==> src/rtl/cbf_pkg.sv <==
package cbf_pkg;

    typedef enum logic [1:0] {
        ST_IDLE = 2'd0,
        ST_T1   = 2'd1,
        ST_T2   = 2'd2
    } bus_state_e;

    typedef struct packed {
        logic wr;
        logic mio;
        logic hi_n;
        logic lo_n;
    } cyc_ctl_t;

endpackage

==> src/rtl/cbf_fsm.sv <==
module cbf_fsm
    import cbf_pkg::*;
#(
    parameter int ADDR_W = 24,
    parameter int DATA_W = 16
) (
    input  logic              clk,
    input  logic              rst_n,
    input  logic              ads_n,
    input  logic [ADDR_W-1:1] addr,
    input  logic [DATA_W-1:0] data_in,
    input  cyc_ctl_t          ctl_in,
    output bus_state_e        state,
    output logic [ADDR_W-1:1] cap_addr,
    output logic [DATA_W-1:0] cap_data,
    output cyc_ctl_t          cap_ctl,
    output logic              rdy_n
);

    bus_state_e state_q, state_d;

    always_comb begin
        state_d = state_q;
        unique case (state_q)
            ST_IDLE: if (!ads_n) state_d = ST_T1;
            ST_T1:   state_d = ads_n ? ST_T2 : ST_T1;
            ST_T2:   state_d = ads_n ? ST_IDLE : ST_T1;
            default: state_d = ST_IDLE;
        endcase
    end

    always_ff @(posedge clk or negedge rst_n) begin
        if (!rst_n) state_q <= ST_IDLE;
        else        state_q <= state_d;
    end

    always_ff @(posedge clk or negedge rst_n) begin
        if (!rst_n) begin
            rdy_n    <= 1'b1;
            cap_addr <= '0;
            cap_data <= '0;
            cap_ctl  <= '{wr: 1'b0, mio: 1'b0, hi_n: 1'b1, lo_n: 1'b1};
        end else if (!ads_n) begin
            rdy_n    <= 1'b1;
            cap_addr <= addr;
            cap_data <= data_in;
            cap_ctl  <= ctl_in;
        end else if (state_q == ST_T1) begin
            rdy_n <= 1'b0;
        end
    end

    assign state = state_q;

endmodule

==> src/rtl/cbf_decode.sv <==
module cbf_decode #(
    parameter int ADDR_W  = 24,
    parameter int BOOT_AW = 14,
    parameter logic [7:0] LOW_TOP   = 8'h0A,
    parameter logic [3:0] ALIAS_NIB = 4'h1,
    parameter logic [ADDR_W-BOOT_AW-2:0] BOOT_HI = 9'h1FF,
    parameter logic [ADDR_W-BOOT_AW-2:0] BOOT_LO = 9'h01F
) (
    input  logic [ADDR_W-1:1] addr,
    input  logic              mio,
    output logic              sram_hit,
    output logic              boot_hit
);

    localparam int TAG_LSB = BOOT_AW + 1;

    logic [7:0]                  top_byte;
    logic [3:0]                  top_nib;
    logic [ADDR_W-TAG_LSB-1:0]   boot_tag;

    assign top_byte = addr[ADDR_W-1 -: 8];
    assign top_nib  = addr[ADDR_W-1 -: 4];
    assign boot_tag = addr[ADDR_W-1:TAG_LSB];

    assign sram_hit = mio && ((top_byte < LOW_TOP) || (top_nib == ALIAS_NIB));
    assign boot_hit = mio && ((boot_tag == BOOT_HI) || (boot_tag == BOOT_LO));

endmodule

==> src/rtl/cbf_lanes.sv <==
module cbf_lanes #(
    parameter int LANES = 2
) (
    input  logic             dbg_en,
    input  logic             active,
    input  logic             wr,
    input  logic             boot_hit,
    input  logic [LANES-1:0] be_n,
    output logic [LANES-1:0] lane_oe
);

    for (genvar g = 0; g < LANES; g++) begin : g_lane
        assign lane_oe[g] = !dbg_en && active && !wr && boot_hit && !be_n[g];
    end

endmodule

==> src/rtl/cpu_bus_front.sv <==
module cpu_bus_front
    import cbf_pkg::*;
#(
    parameter int ADDR_W  = 24,
    parameter int DATA_W  = 16,
    parameter int BOOT_AW = 14
) (
    input  logic              clk,
    input  logic              rst_n,
    input  logic              ads_n,
    input  logic [ADDR_W-1:1] addr,
    input  logic [DATA_W-1:0] data_in,
    input  logic              be_hi_n,
    input  logic              be_lo_n,
    input  logic              wr,
    input  logic              mio,
    input  logic              dbg_en,
    output logic              rdy_n,
    output logic              rdy_oe,
    output logic              na_n,
    output logic [DATA_W-1:0] data_out,
    output logic              data_oe_hi,
    output logic              data_oe_lo,
    output logic              sram_cs_n,
    output logic              sram_we_n,
    output logic              bmem_en,
    output logic              bmem_we,
    output logic [1:0]        bmem_be,
    output logic [BOOT_AW-1:0] bmem_addr,
    output logic [DATA_W-1:0] bmem_wdata,
    input  logic [DATA_W-1:0] bmem_rdata
);

    localparam int LANES = DATA_W / 8;

    bus_state_e        state;
    logic [ADDR_W-1:1] cap_addr;
    logic [DATA_W-1:0] cap_data;
    cyc_ctl_t          cap_ctl;
    cyc_ctl_t          ctl_in;
    logic              sram_hit, boot_hit, active;
    logic [LANES-1:0]  lane_oe;

    assign ctl_in = '{wr: wr, mio: mio, hi_n: be_hi_n, lo_n: be_lo_n};

    cbf_fsm #(.ADDR_W(ADDR_W), .DATA_W(DATA_W)) i_fsm (
        .clk      (clk),
        .rst_n    (rst_n),
        .ads_n    (ads_n),
        .addr     (addr),
        .data_in  (data_in),
        .ctl_in   (ctl_in),
        .state    (state),
        .cap_addr (cap_addr),
        .cap_data (cap_data),
        .cap_ctl  (cap_ctl),
        .rdy_n    (rdy_n)
    );

    cbf_decode #(.ADDR_W(ADDR_W), .BOOT_AW(BOOT_AW)) i_dec (
        .addr     (cap_addr),
        .mio      (cap_ctl.mio),
        .sram_hit (sram_hit),
        .boot_hit (boot_hit)
    );

    cbf_lanes #(.LANES(LANES)) i_lanes (
        .dbg_en   (dbg_en),
        .active   (active),
        .wr       (cap_ctl.wr),
        .boot_hit (boot_hit),
        .be_n     ({cap_ctl.hi_n, cap_ctl.lo_n}),
        .lane_oe  (lane_oe)
    );

    // Output process: everything here follows the state register.
    always_comb begin
        active     = 1'b0;
        bmem_en    = 1'b0;
        unique case (state)
            ST_IDLE: active = 1'b0;
            ST_T1: begin
                active  = 1'b1;
                bmem_en = boot_hit;
            end
            ST_T2:   active = 1'b1;
            default: active = 1'b0;
        endcase
        bmem_we    = bmem_en && cap_ctl.wr;
        sram_cs_n  = !(active && sram_hit);
        sram_we_n  = !cap_ctl.wr;
        rdy_oe     = !dbg_en;
        na_n       = 1'b1;
        data_oe_hi = lane_oe[1];
        data_oe_lo = lane_oe[0];
    end

    assign bmem_be    = {!cap_ctl.hi_n, !cap_ctl.lo_n};
    assign bmem_addr  = cap_addr[BOOT_AW:1];
    assign bmem_wdata = cap_data;
    assign data_out   = bmem_rdata;

endmodule

==> config.mk <==
export PLATFORM = sky130hd
export DESIGN_NAME = cpu_bus_front
export DESIGN_NICKNAME = d
export VERILOG_FILES = /design/src/rtl/cbf_pkg.sv /design/src/rtl/cbf_fsm.sv /design/src/rtl/cbf_decode.sv /design/src/rtl/cbf_lanes.sv /design/src/rtl/cpu_bus_front.sv
export SDC_FILE = /design/constraint.sdc
export NUM_CORES = 1
export LEC_CHECK = 0
export CAP_MARGIN = 10
export CORE_MARGIN = 2
export CORE_UTILIZATION = 24
export CTS_BUF_LIST = sky130_fd_sc_hd__clkbuf_8
export CTS_CLUSTER_SIZE = 20
export DETAILED_ROUTE_END_ITERATION = 7
export DONT_BUFFER_PORTS = 1
export PLACE_DENSITY = 0.45
export SKIP_LAST_GASP = 1
export SYNTH_ARGS = -nofsm -noshare
export SYNTH_HDL_FRONTEND = slang
export SYNTH_SLANG_ARGS = --single-unit
==> constraint.sdc <==
create_clock -name clk -period 1.8 [get_ports clk]
set_input_delay 0.09 -clock clk [delete_from_list [all_inputs] [get_ports clk]]
set_output_delay 0.09 -clock clk [all_outputs]
set_load 0.05 [all_outputs]
==> flow_summary.toml <==
[run_status]
status = "finished with violations"
violations = "negative setup slack"

[clock_tree]
cts-root-buf = "clkbuf_8"
clockBufferDepth = 2
cts.htree.levels = 2
clock_latency_ns = 0.28
cts_sinks = 46
cts_inserted_buffers = 5
cts_tree = "done"
clkTransAtPathRegs_ns = 0.08

[route]
dr_wl_met3_microns = 372
vias = 1270
wl_met1_mm = 1.70
dr.pass1.iters = 2
totalWireLength_mm = 4.48
drcViolationCount = 0
drtIter0Drc = 12
ant_nets = 0
vias_per_cell = 4.31
top_layer = "met4"
routed-wl-met2_mm = 2.35
wl_per_cell_microns = 15.2

[synthesis]
yosysSeqAreaShare = 0.542
synth_cell_type_count = 24
synth_edf_count = 0
yosysWarnings = 0
synthArstFlopShare = 1.00
synth_nets = 226
ys_ff_latch = 46
synth_top_flop_cell = "dfrtp_1"
syn-cell-area_sq_mm = 0.00213
syn_avg_cell_area_sq_um = 13.4
syn_inst = 159

[layout]
layout_common_cells = "44 x dlygate4sd3_1, 43 x dfrtp_1, 31 x mux2_2"
num_antenna_cells = 0
synthToLayoutAreaGrowth_pct = 32.0
fin_area_sq_mm = 0.00281
layout-drive-gt1-share = 0.337
utilization = 0.324
final_common_cell = "dlygate4sd3_1"
nFillCells = 873
final_cells = 295
final_nets = 253

[timing]
fin_crit_sh = 1.12
drv_slew = 0
fin_crit_ns = 2.02
rsz0062_at_grt = "yes"
achievable-frequency_ghz = 0.495
finalSetupViolCount = 4
clock_skew_ns = 0.000111
finalHoldViolCount = 0
fin_hold_ws_ns = 0.144
fin_ws_ns = -0.222

[pwr]
pwr_density_cell_mw_per_mm2 = 978
power.total_mw = 2.75
leakagePower_nw = 1.14
max-vdd-ir-drop_mv = 0.326

[grt]
grt-ovfl-total = 0
grt_pass1_wl_mm = 7.43
grt_pass1_vias = 1434
antenna_found_initial = 0
grt.total_usage = 0.0984
grt_max_degree = 48

[floorplan]
die_w_microns = 98.3
core_area_sq_mm = 0.00868
dieHeight_microns = 98.3
io_pins = 120
rows = 34
start_util = 0.246
die_area_sq_mm = 0.00965

[critical_path]
cp-start-kind = "flip-flop"
worst_ep_required_time_ns = 1.71
arrival_ns = 1.93
path_class = "reg2out"
critical_path.max_fanout = 3
rr_endpoint = "i_fsm.state[0]"
r2r-start = "i_fsm.state[0]"
rrSetupSlack_ns = 0.66
reg2reg_depth = 4
cp-end-kind = "output port"

[placement]
place.gp.congestion = 0.663
dpl_cell_area_sq_mm = 0.00220
place_inst = 239
port_buffers = 0
hpwl_mm = 3.16

[min_path]
hold_end = "i_fsm.rdy_n"
holdPathStages = 2
hp-start = "ads_n"
hp-class = "in2reg"

[job]
drv_cap = 0
## power by group
group / switching, mW / internal (mW)
clock network: 0.332 / 0.305
registers: 0.368 / 1.16
logic: 0.275 / 0.308
total: 0.975 / 1.78
## Yosys cell counts (2+ instances only)
| master | count | share of area |
|---|---|---|
| inv_1 | 8 | 0.014 |
| nand2_1 | 2 | 0.0035 |
| clkbuf_1 | 2 | 0.0035 |
| dfstp_2 | 3 | 0.037 |
| nor3_1 | 2 | 0.0047 |
| nand4_1 | 2 | 0.0059 |
| mux2_1 | 12 | 0.063 |
| or4b_1 | 2 | 0.0094 |
| buf_2 | 3 | 0.0070 |
| dfrtp_1 | 43 | 0.50 |
| ha_1 | 4 | 0.023 |
| buf_4 | 31 | 0.11 |
| a2111oi_1 | 4 | 0.019 |
| mux2_2 | 31 | 0.16 |
## how the worst max path moves through the flow
stage | start | endpoint | slack [ns] | depth (start not counted)
after floorplan | i_fsm.state[0] | data_oe_hi | -0.09 | 4
after detailed placement | i_fsm.state[0] | data_oe_hi | 0.03 | 5
final | i_fsm.state[0] | data_oe_hi | -0.22 | 5
after global placement | i_fsm.cap_addr[20] | data_oe_lo | 0.11 | 3
after CTS | i_fsm.cap_addr[21] | data_oe_hi | -0.27 | 3
after global routing | i_fsm.state[1] | data_oe_hi | -0.33 | 5
## layout make-up
type                            count  area [sq um]  share of cell area
Tap cell                          108           135              0.0480
Clock inverter                      2          8.76             0.00311
Multi-Input combinational cell     69           782               0.278
Inverter                            8          30.0              0.0107
Clock buffer                        6          82.6              0.0293
Timing Repair Buffer               56           621               0.221
Sequential cell                    46          1150               0.410
## critical path: stages, from the launching register on
cell and delay (ns):
dfrtp_1 0.37, inv_2 0.06, ha_4 0.27, or4b_4 0.47, a2111oi_4 0.28, buf_12 0.19
## stage by stage
stage	setup WS, ns	TNS, ns
finish	-0.222	-0.770
global route	-0.332	-1.11
CTS	-0.271	-1.00
detailed placement	0.0324	0
global placement	0.108	0
floorplan	-0.0865	-0.177
## layer usage
layer	vias up	global-route usage
met5	-	0
met4	0	0.0337
met3	5	0.0379
li1	568	-
met1	639	0.107
met2	58	0.175
## cell families after synthesis
group           share of synthesized area
compound gates                     0.0288
other cells                       0.00176
mux                                 0.232
simple gates                       0.0387
flops                               0.542
buf+inv                             0.134
fa+ha+maj                          0.0235
## timing repair
item                                    CTS  global route
hold buffers                             46             0
gates resized for setup                   3             0
endpoints found under the setup margin    4             4
hold endpoints to repair                 92             0
buffers inserted                          2             0
pin swaps                                 4             4
## state kept, by name (all words and copies together), names as in the netlist
signal	flops
i_fsm.cap_addr	23
i_fsm.rdy_n	1
i_fsm.cap_ctl	4
i_fsm.cap_data	16
i_fsm.state	2
(Power assumes the default switching activity.)
